### src/rtl/xrom_pkg.sv
package xrom_pkg;
  localparam int ADDR_W  = 32;
  localparam int ROM_LSB = 11;
  localparam int FIX_LSB = 24;
  localparam int VAR_W   = FIX_LSB - ROM_LSB;
  localparam int FIX_W   = ADDR_W - FIX_LSB;
  localparam int HI_W    = ADDR_W - ROM_LSB;
  localparam int OFF_W   = 6;
  localparam int BE_W    = ADDR_W / 8;

  localparam logic [OFF_W-1:0] ROM_DW = 6'h0C;
  localparam logic [OFF_W-1:0] CAP_DW = 6'h0D;
  localparam logic [OFF_W-1:0] IRQ_DW = 6'h0F;

  localparam logic [3:0] CMD_MRD  = 4'b0110;
  localparam logic [3:0] CMD_MRDM = 4'b1100;
  localparam logic [3:0] CMD_MRDL = 4'b1110;

  function automatic logic is_mem_read(input logic [3:0] cmd);
    return (cmd == CMD_MRD) || (cmd == CMD_MRDM) || (cmd == CMD_MRDL);
  endfunction
endpackage

### src/rtl/xrom_base_reg.sv
module xrom_base_reg
  import xrom_pkg::*;
(
  input  logic             clk,
  input  logic             rst,
  input  logic             wr_sel,
  input  logic [BE_W-1:0]  be,
  input  logic [FIX_W-1:0] wr_fix,
  input  logic [VAR_W-1:0] wr_var,
  input  logic             wr_en_bit,
  input  logic [VAR_W-1:0] wmask,
  input  logic             allow,
  output logic [FIX_W-1:0] base_fix,
  output logic [VAR_W-1:0] base_var,
  output logic             rom_en
);
  logic [FIX_W-1:0] fix_q, fix_we;
  logic [VAR_W-1:0] var_q, var_we;
  logic             en_q;

  // per-bit lane enables: each bit follows the byte lane it sits in
  for (genvar j = 0; j < FIX_W; j++) begin : g_fix_lane
    localparam int LANE = (FIX_LSB + j) / 8;
    assign fix_we[j] = be[LANE];
  end
  for (genvar i = 0; i < VAR_W; i++) begin : g_var_lane
    localparam int LANE = (ROM_LSB + i) / 8;
    assign var_we[i] = be[LANE] & wmask[i];
  end

  always_ff @(posedge clk) begin
    if (rst) begin
      fix_q <= '0;
      var_q <= '0;
      en_q  <= 1'b0;
    end else if (wr_sel) begin
      fix_q <= (fix_q & ~fix_we) | (wr_fix & fix_we);
      var_q <= (var_q & ~var_we) | (wr_var & var_we);
      if (be[0] && allow) en_q <= wr_en_bit;
    end
  end

  assign base_fix = fix_q;
  assign base_var = var_q & wmask;
  assign rom_en   = en_q & allow;

  a_r2_locked_bits_hold: assert property (@(posedge clk) disable iff (rst)
    wr_sel |=> (((var_q ^ $past(var_q)) & ~$past(wmask)) == '0));
  a_r4_enable_locked: assert property (@(posedge clk) disable iff (rst)
    (wr_sel && !allow) |=> $stable(en_q));
  a_r9_no_lanes_no_change: assert property (@(posedge clk) disable iff (rst)
    (wr_sel && be == '0) |=> ($stable(fix_q) && $stable(var_q) && $stable(en_q)));
  a_r1_idle_hold: assert property (@(posedge clk) disable iff (rst)
    !wr_sel |=> $stable(fix_q));
endmodule

### src/rtl/xrom_window_match.sv
module xrom_window_match
  import xrom_pkg::*;
(
  input  logic             clk,
  input  logic             rst,
  input  logic             ap_valid,
  input  logic [3:0]       ap_cmd,
  input  logic [HI_W-1:0]  ap_addr_hi,
  input  logic             mem_en,
  input  logic             rom_en,
  input  logic [FIX_W-1:0] base_fix,
  input  logic [VAR_W-1:0] base_var,
  input  logic [VAR_W-1:0] wmask,
  output logic             claim
);
  logic fix_hit, var_hit, gate;

  assign fix_hit = (ap_addr_hi[HI_W-1:VAR_W] == base_fix);
  assign var_hit = (((ap_addr_hi[VAR_W-1:0] ^ base_var) & wmask) == '0);
  assign gate    = ap_valid & mem_en & rom_en & is_mem_read(ap_cmd);
  assign claim   = gate & fix_hit & var_hit;

  a_r5_claim_needs_enables: assert property (@(posedge clk) disable iff (rst)
    claim |-> (mem_en && rom_en && ap_valid));
  a_r5_claim_top_bits: assert property (@(posedge clk) disable iff (rst)
    claim |-> (ap_addr_hi[HI_W-1:VAR_W] == base_fix));
endmodule

### src/rtl/xrom_cfg_bytes.sv
module xrom_cfg_bytes
  import xrom_pkg::*;
#(
  parameter logic [7:0] CAP_PTR_VAL = 8'h44,
  parameter logic [7:0] INT_PIN_VAL = 8'h01,
  parameter logic [7:0] MIN_GNT_VAL = 8'h18
) (
  input  logic              clk,
  input  logic              rst,
  input  logic              cfg_wr,
  input  logic              cfg_rd,
  input  logic [OFF_W-1:0]  cfg_addr,
  input  logic              be0,
  input  logic [7:0]        wr_byte0,
  input  logic [ADDR_W-1:0] base_rd,
  output logic [ADDR_W-1:0] rdata
);
  logic [7:0]        irq_line_q;
  logic [ADDR_W-1:0] rd_mux;
  logic              line_we;

  assign line_we = cfg_wr && (cfg_addr == IRQ_DW) && be0;

  always_ff @(posedge clk) begin
    if (rst)          irq_line_q <= '0;
    else if (line_we) irq_line_q <= wr_byte0;
  end

  always_comb begin
    case (cfg_addr)
      ROM_DW:  rd_mux = base_rd;
      CAP_DW:  rd_mux = {24'h0, CAP_PTR_VAL};
      IRQ_DW:  rd_mux = {8'h00, MIN_GNT_VAL, INT_PIN_VAL, irq_line_q};
      default: rd_mux = '0;
    endcase
  end

  always_ff @(posedge clk) begin
    if (rst)         rdata <= '0;
    else if (cfg_rd) rdata <= rd_mux;
  end

  a_r8_line_hold: assert property (@(posedge clk) disable iff (rst)
    !line_we |=> $stable(irq_line_q));
  a_r10_rdata_hold: assert property (@(posedge clk) disable iff (rst)
    !cfg_rd |=> $stable(rdata));
endmodule

### src/rtl/xrom_cfg_slice.sv
module xrom_cfg_slice
  import xrom_pkg::*;
#(
  parameter logic [7:0] CAP_PTR_VAL = 8'h44,
  parameter logic [7:0] INT_PIN_VAL = 8'h01,
  parameter logic [7:0] MIN_GNT_VAL = 8'h18
) (
  input  logic              clk,
  input  logic              rst,
  input  logic              cfg_wr,
  input  logic              cfg_rd,
  input  logic [OFF_W-1:0]  cfg_addr,
  input  logic [BE_W-1:0]   cfg_be,
  input  logic [ADDR_W-1:0] cfg_wdata,
  output logic [ADDR_W-1:0] cfg_rdata,
  input  logic [VAR_W-1:0]  rom_wmask,
  input  logic              rom_allow,
  input  logic              mem_en,
  input  logic              ap_valid,
  input  logic [3:0]        ap_cmd,
  input  logic [HI_W-1:0]   ap_addr_hi,
  output logic              claim
);
  logic [FIX_W-1:0]  base_fix;
  logic [VAR_W-1:0]  base_var;
  logic              rom_en;
  logic [ADDR_W-1:0] base_rd;
  logic              base_sel;
  logic              unused_wbits;

  assign base_sel     = cfg_wr && (cfg_addr == ROM_DW);
  assign unused_wbits = ^cfg_wdata[ROM_LSB-1:8];
  assign base_rd      = {base_fix, base_var, {(ROM_LSB-1){1'b0}}, rom_en};

  xrom_base_reg u_base (
    .clk       (clk),
    .rst       (rst),
    .wr_sel    (base_sel),
    .be        (cfg_be),
    .wr_fix    (cfg_wdata[ADDR_W-1:FIX_LSB]),
    .wr_var    (cfg_wdata[FIX_LSB-1:ROM_LSB]),
    .wr_en_bit (cfg_wdata[0]),
    .wmask     (rom_wmask),
    .allow     (rom_allow),
    .base_fix  (base_fix),
    .base_var  (base_var),
    .rom_en    (rom_en)
  );

  xrom_window_match u_match (
    .clk        (clk),
    .rst        (rst),
    .ap_valid   (ap_valid),
    .ap_cmd     (ap_cmd),
    .ap_addr_hi (ap_addr_hi),
    .mem_en     (mem_en),
    .rom_en     (rom_en),
    .base_fix   (base_fix),
    .base_var   (base_var),
    .wmask      (rom_wmask),
    .claim      (claim)
  );

  xrom_cfg_bytes #(
    .CAP_PTR_VAL (CAP_PTR_VAL),
    .INT_PIN_VAL (INT_PIN_VAL),
    .MIN_GNT_VAL (MIN_GNT_VAL)
  ) u_bytes (
    .clk      (clk),
    .rst      (rst),
    .cfg_wr   (cfg_wr),
    .cfg_rd   (cfg_rd),
    .cfg_addr (cfg_addr),
    .be0      (cfg_be[0]),
    .wr_byte0 (cfg_wdata[7:0]),
    .base_rd  (base_rd),
    .rdata    (cfg_rdata)
  );

  a_r3_low_bits_zero: assert property (@(posedge clk) disable iff (rst)
    $past(cfg_rd && cfg_addr == ROM_DW) |-> (cfg_rdata[ROM_LSB-1:1] == '0));
  a_r7_cap_constant: assert property (@(posedge clk) disable iff (rst)
    $past(cfg_rd && cfg_addr == CAP_DW) |-> (cfg_rdata == {24'h0, CAP_PTR_VAL}));
endmodule

### config.mk
export PLATFORM = sky130hd
export DESIGN_NAME = xrom_cfg_slice
export DESIGN_NICKNAME = d
export VERILOG_FILES = /design/src/rtl/xrom_pkg.sv /design/src/rtl/xrom_base_reg.sv /design/src/rtl/xrom_window_match.sv /design/src/rtl/xrom_cfg_bytes.sv /design/src/rtl/xrom_cfg_slice.sv
export SDC_FILE = /design/constraint.sdc
export NUM_CORES = 1
export LEC_CHECK = 0
export BUFFER_PORTS_ARGS = -buffer_cell sky130_fd_sc_hd__buf_4
export CAP_MARGIN = 20
export CORE_AREA = 4 4 78 80
export DETAILED_ROUTE_END_ITERATION = 10
export DIE_AREA = 0 0 82 84
export MAX_ROUTING_LAYER = met4
export PLACE_DENSITY = 0.84
export SLEW_MARGIN = 25
export SYNTH_ARGS = -nofsm -noshare
export SYNTH_HDL_FRONTEND = slang
export SYNTH_SLANG_ARGS = --single-unit
### constraint.sdc
create_clock -name clk -period 2 [get_ports clk]
set_input_delay 0.4 -clock clk [delete_from_list [all_inputs] [get_ports clk]]
set_output_delay 0.4 -clock clk [all_outputs]
set_load 0.01 [all_outputs]
Word level (Yosys, flattened, before mapping)
Cells that the tools add are included.
{ "word_totals": {"regBits": 62, "out_inout_bits": 33, "in_bits": 87, "elab_cells": 51} }
{ "classes": {"n_reduce_logical": 8, "eq_ne": 7, "bitwise": 30, "muxes": 1} }
{ "ops": {"columns": ["op", "count"], "rows": [
  ["32-bit case mux with 3 select lines", 1],
  ["13-bit bitwise AND", 4],
  ["1-bit bitwise AND", 19],
  ["6-bit by 4-bit equality test with 1-bit output (second input constant)", 3],
  ["8-bit bitwise AND", 2],
  ["13-bit zero test", 1],
  ["13-bit NOT", 1],
  ["13-bit OR", 1],
  ["13-bit XOR", 1],
  ["4-bit equality test (second input constant)", 2],
  ["8-bit equality test", 1],
  ["8-bit NOT", 1],
  ["8-bit OR", 1],
  ["4-bit by 3-bit equality test with 1-bit output (second input constant)", 1],
  ["1-bit logical AND", 4],
  ["1-bit logical OR", 2],
  ["2-bit AND reduction", 1]
]} }

Logic depth before layout (Yosys ltp)
Gate-level depths: netlist of run 1.
{ "depth": {"ltp_word": 6, "depth_mapped": 6, "depth_no_buf": 4} }

Hierarchy
Synthesis of run 1 repeated with hierarchy kept, for this count alone.
{ "hier_totals": {"cells_unflattened": 359, "area_unflattened_um2": 3236.9} }
{ "modules_own_cells": {"columns": ["module", "seq_area_each_um2", "cells_per_inst", "area_each_um2", "n_inst"], "rows": [
  ["xrom_cfg_bytes", 800.8, 197, 1755.4, 1],
  ["xrom_base_reg", 440.4, 126, 1158.6, 1],
  ["xrom_window_match", 0.0, 33, 297.8, 1],
  ["xrom_cfg_slice", 0.0, 3, 25.0, 1]
]} }

Worst setup path after synthesis of run 1
No wires, ideal clock.
{ "synth_path": {"path_kind": "input -> output", "from": "input ap_cmd[0]", "to": "output claim", "path_buffers": 0, "t_required_ns": 1.600, "cell_stages": 4, "path_slack_ns": 0.325, "arrival_ns": 1.275, "cell_sequence": "and4b_1 o2111ai_1 a2111oi_0 and4_1"} }
{ "synth_via": {"elab_chain_cells": 6, "elab_cells_between_ends": 8, "classes_between": "eq/ne: 3; bitwise: 3; reduce/logical: 2"} }
{ "synth_rtl": {"columns": ["item", "line", "source"], "rows": [
  ["start, declared", "xrom_cfg_slice.sv:20", "input logic [3:0] ap_cmd,"],
  ["4-bit by 3-bit equality test with 1-bit output / 4-bit equality test (equally long branches)", "xrom_pkg.sv:20", "return (cmd == CMD_MRD) || (cmd == CMD_MRDM) || (cmd == CMD_MRDL);"],
  ["1-bit logical OR", "xrom_pkg.sv:20", null],
  ["1-bit logical OR (*)", "xrom_pkg.sv:20", null],
  ["1-bit bitwise AND (*)", "xrom_window_match.sv:20", "assign gate = ap_valid & mem_en & rom_en & is_mem_read(ap_cmd);"],
  ["1-bit bitwise AND (*) (2 in a row)", "xrom_window_match.sv:21", "assign claim = gate & fix_hit & var_hit;"],
  ["end, declared", "xrom_cfg_slice.sv:22", "output logic claim"]
]} }
Mark *: on every way between the ends. The rest lies on a longest branch, timed or not.

Worst setup path in the final report of run 1
Ends and elaborated chain as after synthesis.

==> flow_summary.ini, run 1 <==
[run_status]
outcome = finished with violations
failed_checks = setup timing

[clock_tree]
worstSkewPairLatency_ns = 0.33
cts_tree = built
clkSinkCount = 60
cts_buffers = 9
path_clk_slew_ns = 0.06
htree_levels = 3
cts_buffer_depth = 2
root_buffer = clkbuf_8

[power]
power_frac_clock = 0.421
power.total_w = 0.00251
power_switching_share = 0.228
power_frac_seq = 0.478
p_leak_nw = 1.72
comb_power_share = 0.101
ir_worst_vdd_mv = 0.425
p_switching_w = 0.000571
powerDensity_nw_per_um2 = 663
p_int_w = 0.00194

[drt]
viasPerCell = 5.28
antenna_left = 0
wl_um = 7270
firstDrtPassIters = 4
wire_per_inst_um = 15.3
num_vias = 2502
drtIter0Drc = 122
drc = 0

[layout]
antenna_cells = 0
drive_above_1_share = 0.363
finalNetCount = 485
fillers = 453
fin_cells = 474
area_delta_synth_final_pct = 39.4
most-common-layout-cells = buf_4, dfxtp_1, nor2_1
mostFrequentLayoutCell = buf_4
multiInputGateArea_sq_um = 1410
seq_area_sq_um = 1210

[grt]
grt_pass1_wl_um = 11700
grtUsageTotal = 0.227
grt_pass1_vias = 2578
overflow = 0
grt.met3_usage = 0.0659
met2_usage = 0.350
grt_max_degree = 61
grt.busiest_layer = met2
gr-usage-met1 = 0.278
antenna_found_initial = 0

[logic_synthesis]
synth.distinct_cells = 34
yosysSeqAreaShare = 0.442
ys_ff_latch = 60
yosysWarnings = 0
syn_area_per_cell_sq_um = 9.33
syn-cell-area_sq_um = 2720
synthCells = 291

[placed_design]
gp_congestion = 0.792
portBuffers = 114
post-place-ws_ns = -0.104
dp.cells = 458
dp_hpwl_um = 5260

[timing]
fmax_mhz = 481
fin_ws_ns = -0.0776
worstMarginPinSlew_ns = 0.602
fin_worst_skew_ns = 0.00256
drv_slew = 0
setup_violations = 1
hold_viol = 0
min_period_over_period = 1.04
rsz0062_at_grt = yes
relSlewSlack = 0.599
fin_crit_ns = 2.08

[worst_setup_path]
end_kind = output pin
rr_worst_depth = 2
cp.arrival_ns = 1.68
r2r_setup_slack_ns = 1.20
crit_type = input port to output pin
critPathRequiredTime_ns = 1.60
path_max_fanout = 1
reg2reg_to = u_bytes.rdata[19]
crit_path_start_kind = input port

[hold_path]
hold_class = input port to register
hold_path.startpoint = cfg_wdata[4]
hold_end = u_bytes.irq_line_q[4]
min_path_cells = 3

[floorplan]
dieArea_sq_um = 6890
start_util = 0.503
num_rows = 27
fp.dieH_um = 84
pin_count = 120
core_sq_um = 5410
dieWidth_um = 82

[run]
maxCapViolCount = 0
-- power by group through the flow --
stage / sequential, W / combinational [W] / clock (W)
floorplan: 0.00123 / 0.0000883 / 0
global placement: 0.00123 / 0.000245 / 0
detailed placement: 0.00123 / 0.000248 / 0
CTS: 0.00120 / 0.000254 / 0.00108
global route: 0.00120 / 0.000273 / 0.00114
finish: 0.00120 / 0.000254 / 0.00106
-- metal layers --
layer | share of wire | up-vias
li1 | - | 1245
met1 | 0.43 | 1144
met2 | 0.47 | 98
met3 | 0.076 | 15
met4 | 0.022 | 0
met5 | 0 | -
-- cells by family after synthesis --
logic type	Yosys count	share of synthesized area
compound gates	41	0.0926
xor+xnor	21	0.0677
buf+inv	24	0.0520
flops	60	0.442
mux	31	0.114
other cells	1	0.00138
simple gates	113	0.230
-- worst max path at each step --
stage                   start    end
finish              ap_cmd[0]  claim
floorplan           ap_cmd[0]  claim
detailed placement  ap_cmd[0]  claim
global route         register  claim
global placement    ap_cmd[0]  claim
CTS                  register  claim
-- synth_stat cells, drive strengths merged --
| master | n | area, sq um |
|---|---|---|
| and3 | 1 | 6.26 |
| buf | 10 | 87.6 |
| nor4bb | 1 | 10.0 |
| a2111oi | 1 | 8.76 |
| xor2 | 13 | 114 |
| and2 | 2 | 15.0 |
| clkbuf | 13 | 50.0 |
| nand2b | 27 | 169 |
| dfxtp | 60 | 1200 |
| mux2i | 31 | 310 |
| nand3 | 27 | 135 |
| and4 | 2 | 20.0 |
| a221oi | 3 | 26.3 |
| nand4 | 16 | 106 |
| a21oi | 26 | 130 |
| o2111ai | 3 | 26.3 |
| xnor2 | 8 | 70.1 |
| conb | 1 | 3.75 |
| nor2 | 34 | 128 |
| a31oi | 3 | 18.8 |
| and4b | 1 | 10.0 |
| a211oi | 2 | 15.0 |
| and4bb | 2 | 25.0 |
| inv | 1 | 3.75 |
| a22o | 3 | 26.3 |
-- metrics by stage --
step,area (sq um),TNS [ns],hold WS [ns],utilization
3_5_place_dp,3560,-0.104,0.460,0.658
4_1_cts,3790,-0.0753,0.281,0.700
6_report,3790,-0.0776,0.295,0.700
3_3_place_gp,3560,-0.0737,0.457,0.658
5_1_grt,3790,-0.163,0.291,0.700
2_1_floorplan,2720,0,0.460,-
-- final cells by class --
type | count | area share
multi-input combinational | 208 | 0.372
inverter | 1 | 0.000991
tap | 72 | 0.0238
timing repair buffer | 118 | 0.234
clock buffer | 10 | 0.0364
clock inverter | 5 | 0.0139
sequential | 60 | 0.319
-- timing repair --
item                                   in CTS  in global routing
setup buffers                               1                  0
pin swaps                                   4                  0
gates resized for setup                     9                  0
hold buffers                                0                  0
setup endpoints to repair                   1                  1
endpoints found under the hold margin       0                  0
-- critical path, stage by stage --
cell and delay (ns):
buf_4 0.10, and4b_1 0.23, o2111ai_1 0.25, a2111oi_2 0.34, and4_1 0.23, buf_4 0.12
No activity file was read; power rests on OpenSTA's default activity.
==> run 2, diff against run 1 <==
ABC_AREA = 1   (was not set)
CORE_AREA = 4 4 82 84   (was 4 4 78 80)
DIE_AREA = 0 0 86 88   (was 0 0 82 84)
PLACE_DENSITY = 0.83   (was 0.84)
TNS_END_PERCENT = 5   (was not set)
==> run 2 against run 1 <==
  * The flow now finishes without violations
  * Final cell count rose by 41%
  * Synthesized area rose by 13%
  * Clock-buffer cell count fell by 1
  * Routed wire length rose by 19%
  * Synthesized cell count rose by 64%
  * Setup slack improved by 0.24 ns
==> flow_summary.ini, run 2 <==
[grt]
grt_pass1_wl_um = 14000
overflow = 0
grt_pass1_vias = 3172
antenna_found_initial = 0
grtUsageTotal = 0.238
grt_max_degree = 29

[layout]
area_delta_synth_final_pct = 34.8
drive_above_1_share = 0.246
antenna_cells = 0
most-common-layout-cells = nand2_1, buf_4, nor2_1
seq_area_sq_um = 1200
fillers = 511
multiInputGateArea_sq_um = 1510
mostFrequentLayoutCell = nand2_1
finalNetCount = 675

[clock_tree]
path_clk_slew_ns = 0.08
cts_buffers = 9
cts_buffer_depth = 2
cts.repair.resized = 0
clkSinkCount = 60
htree_levels = 3
postCtsHoldBufs = 0
root_buffer = clkbuf_8
cts_tree = built
worstSkewPairLatency_ns = 0.33
post_cts_buffers = 0

[worst_setup_path]
crit_buf_inv = 3
cp_top_family = simple AND/OR/NAND/NOR gates
path_max_fanout = 3
r2r_setup_slack_ns = 1.23
path_common_cell = nand2_1
slowest_stage = dfxtp_1
critPathRequiredTime_ns = 1.60
crit_type = register to output pin
crit_path_start_kind = register
end_kind = output pin
cp.arrival_ns = 1.44
crit_chain = inv_1, nand2_1, nand2_1, inv_1, nand2_1, nor2_1, nand3_1, nor2_1, buf_4
worst_path_largest_cell_delay_ns = 0.38

[floorplan]
dieArea_sq_um = 7570
num_rows = 28
dieWidth_um = 86
fp.dieH_um = 88
start_util = 0.518
pin_count = 120
core_sq_um = 5920

[drt]
antenna_left = 0
num_vias = 3343
viasPerCell = 5.00
wire_per_inst_um = 12.9
firstDrtPassIters = 5
drtIter0Drc = 140
drc = 0
wl_um = 8620

[placed_design]
dp_hpwl_um = 6360
portBuffers = 114
gp_congestion = 0.855

[power]
power_switching_share = 0.260
power_frac_clock = 0.409
comb_power_share = 0.129
power_frac_seq = 0.462
power.total_w = 0.00265
p_int_w = 0.00196
p_switching_w = 0.000689
powerDensity_nw_per_um2 = 642
p_leak_nw = 2.16
ir_worst_vdd_mv = 0.386

[timing]
rsz0062_at_grt = no
fmax_mhz = 544
fin_crit_ns = 1.84
setup_violations = 0
min_period_over_period = 0.918
hold_viol = 0
drv_slew = 0
fin_worst_skew_ns = 0.00824
fin_tns_setup_ns = 0

[logic_synthesis]
yosysSeqAreaShare = 0.392
synth_area_leaders = dfxtp_1, nand2_1, nor2_1
synth.most_common_cell = nand2_1
ys_ff_latch = 60
async_flop_share = 0
syn_area_per_cell_sq_um = 6.42
synthCells = 478
synth_largest_area_cell = dfxtp_1
syn-cell-area_sq_um = 3070
yosysWarnings = 0
synth_top_flop_cell = dfxtp_1
synth_top_cell_area_share = 0.392
synth_edf_count = 0
synth.distinct_cells = 25
synth_commonest_cells = nand2_1, nor2_1, inv_1, dfxtp_1, o21ai_0

[hold_path]
hold_class = input port to register

[run]
maxCapViolCount = 0

[run_status]
outcome = completed
-- run 2: routing by layer --
| layer | vias up | GRT usage | share of wire |
|---|---|---|---|
| met1 | 1511 | 0.276 | 0.42 |
| met4 | 0 | 0.0662 | 0.0097 |
| met5 | - | - | 0 |
| met2 | 114 | 0.412 | 0.51 |
| met3 | 7 | 0.0517 | 0.067 |
| li1 | 1711 | - | - |
-- run 2: path summary, 6_finish.rpt --
| kind | start | to | depth (start not counted) |
|---|---|---|---|
| max | register | claim | 9 |
| min reg2reg | u_bytes.rdata[8] | u_bytes.rdata[8] | 2 |
| max reg2reg | register | u_bytes.rdata[19] | 4 |
| min | cfg_wdata[28] | register | 3 |
-- run 2: area by class of cell --
cell class,instances,area share
clock inverter,7,0.0181
tap,75,0.0227
clock buffer,9,0.0299
timing repair buffer,119,0.216
multi-input combinational,335,0.364
inverter,63,0.0584
sequential,60,0.290
-- run 2: cells by family after synthesis --
logic type,after synthesis,share of synthesized area
AO/OA/AOI/OAI,58,0.0995
XOR/XNOR,2,0.00571
buffers and inverters,84,0.118
flip-flops,60,0.392
other,1,0.00122
AND/OR/NAND/NOR,273,0.384
-- run 2: power by group through the flow --
stage,logic (W),clock network (W),registers [W]
after detailed placement,0.000342,0,0.00125
after floorplan,0.000131,0,0.00126
after CTS,0.000344,0.00110,0.00123
after global routing,0.000377,0.00116,0.00123
final,0.000343,0.00109,0.00123
after global placement,0.000334,0,0.00125
-- run 2: through the flow --
step / instance area, sq um / setup slack (ns) / std cells / util / hold WS, ns
after floorplan: 3070 / 0.660 / 479 / - / 0.450
after global placement: 3940 / 0.345 / 652 / 0.665 / 0.457
after detailed placement: 3940 / 0.349 / 652 / 0.665 / 0.463
after CTS: 4140 / 0.140 / 668 / 0.699 / 0.281
after global routing: 4140 / 0.0108 / 668 / 0.699 / 0.283
final: 4140 / 0.163 / 668 / 0.699 / 0.284
-- run 2: worst min-delay path, stage by stage --
cell and delay, ns:
buf_4 0.07, nor2_1 0.03, nor2_1 0.08
==> run 3, diff against run 2 <==
BUFFER_PORTS_ARGS = not set   (was -buffer_cell sky130_fd_sc_hd__buf_4)
CORE_AREA = 4 4 75 77   (was 4 4 82 84)
DIE_AREA = 0 0 79 81   (was 0 0 86 88)
DONT_BUFFER_PORTS = 1   (was not set)
PLACE_DENSITY = 0.78   (was 0.83)
clock period = 1.7 ns   (was 2 ns; I/O delays follow)
==> run 3 against run 2 <==
  * Utilization fell by 4.1 points
  * Clock-buffer cell count rose by 1
  * Die area fell by 15%
  * Critical path depth fell by 4
  * Clock power rose by 15%
  * Hold slack got worse by 0.22 ns
  * Sequential share of layout area rose by 7.8 points
  * Critical path type unchanged
==> flow_summary.ini, run 3 (synthesized netlist as in run 2, its figures left out) <==
[floorplan]
start_util = 0.612
pin_count = 120
dieArea_sq_um = 6400
fp.dieH_um = 81
core_sq_um = 5010
num_rows = 26
dieWidth_um = 79

[clock_tree]
root_buffer = clkbuf_8
worstSkewPairLatency_ns = 0.33
htree_levels = 3
path_clk_slew_ns = 0.07
cts_buffer_depth = 2
postCtsHoldBufs = 0
cts_tree = built
cts_buffers = 9
clkSinkCount = 60

[run]
maxCapViolCount = 0

[drt]
wire_per_inst_um = 13.6
drtIter0Drc = 196
wl_um = 7450
antenna_left = 0
wl_met1_um = 3040
viasPerCell = 5.22
dr.max_layer_used = met4
wl_met2_um = 3550
met3_length_um = 729
firstDrtPassIters = 4
drc = 0
num_vias = 2859

[layout]
drive_above_1_share = 0.0941
finalNetCount = 561
fillers = 461
fin_area_sq_um = 3290
most-common-layout-cells = nand2_1, nor2_1, inv_1
area_delta_synth_final_pct = 7.34
mostFrequentLayoutCell = nand2_1
antenna_cells = 0

[grt]
grt_pass1_wl_um = 12000
overflow = 0
grt_pass1_vias = 2673
grtUsageTotal = 0.248
grt_max_degree = 51
antenna_found_initial = 0

[placed_design]
gp_congestion = 0.827
dp_hpwl_um = 5340
portBuffers = 0
post-place-ws_ns = 0.260
place_area_sq_um = 3070

[timing]
fin_ws_ns = 0.0450
fin_crit_ns = 1.66
setup_violations = 0
fmax_mhz = 604
fin_tns_setup_ns = 0
hold_viol = 0
holdWs_ns = 0.0619
rsz0062_at_grt = yes
min_period_over_period = 0.974
drv_slew = 0
fin_worst_skew_ns = 0.00529

[power]
p_int_w = 0.00219
p_leak_nw = 1.61
power_frac_seq = 0.509
ir_worst_vdd_mv = 0.769
power_switching_share = 0.235
p_switching_w = 0.000670
power.total_w = 0.00286
powerDensity_nw_per_um2 = 867
comb_power_share = 0.055
power_frac_clock = 0.436

[worst_setup_path]
crit_path_start_kind = register
path_max_fanout = 3
end_kind = output pin
rr_worst_depth = 4
reg2reg_to = u_bytes.rdata[19]
critPathRequiredTime_ns = 1.36
crit_type = register to output pin
r2r_setup_slack_ns = 0.94
cp.arrival_ns = 1.32

[hold_path]
hold_path.startpoint = rst
min_path_cells = 1
hold_class = input port to register
hold_end = u_bytes.rdata[4]

[run_status]
outcome = completed
==> run 3: power by group through the flow <==
| stage | registers (W) | logic [W] | clock network [W] |
|---|---|---|---|
| after floorplan | 0.00148 | 0.000154 | 0 |
| after global placement | 0.00149 | 0.000149 | 0 |
| after detailed placement | 0.00149 | 0.000154 | 0 |
| after CTS | 0.00146 | 0.000155 | 0.00126 |
| after global routing | 0.00146 | 0.000183 | 0.00133 |
| final | 0.00145 | 0.000156 | 0.00125 |
==> run 3: per-layer routing <==
metal  vias up  global-route usage
met4         0               0.103
met5         -                   -
met1      1253               0.288
met2       110               0.399
met3        14              0.0787
li1       1482                   -
==> run 3: worst max-delay path: stages, from the launching register on <==
cell     delay (ns)
dfxtp_1        0.37
xnor2_1        0.12
nand2_1        0.06
nor2_1         0.11
nand3_1        0.13
nor2_2         0.19
==> run 3: metrics by stage <==
stage	utilization	instances
6_report	0.657	548
5_1_grt	0.657	548
3_5_place_dp	0.612	532
4_1_cts	0.651	547
2_1_floorplan	-	479
3_3_place_gp	0.612	532
==> run 3: worst max path at each step <==
stage                            endpoint  cells after the start  slack (ns)
finish                              claim                      5        0.04
global route                        claim                      7       -0.06
CTS                                 claim                      7       0.002
detailed placement  u_bytes.irq_line_q[6]                      8        0.26
global placement                    claim                      6        0.30
floorplan           u_bytes.irq_line_q[0]                      8        0.47
==> run 3: repair_timing <==
item	CTS	global route
endpoints found under the hold margin	0	0
pin swaps	1	6
resized for setup	3	13
gates cloned	0	0
setup endpoints to repair	1	1
setup buffers	0	1
==> run 3: final cells by class <==
class	instances	area, sq um	area share
Multi-Input combinational cell	335	1520	0.463
Sequential cell	60	1210	0.368
Inverter	63	241	0.0733
Clock buffer	10	138	0.0418
Tap cell	70	87.6	0.0266
Clock inverter	5	52.6	0.0160
Timing Repair Buffer	5	37.5	0.0114
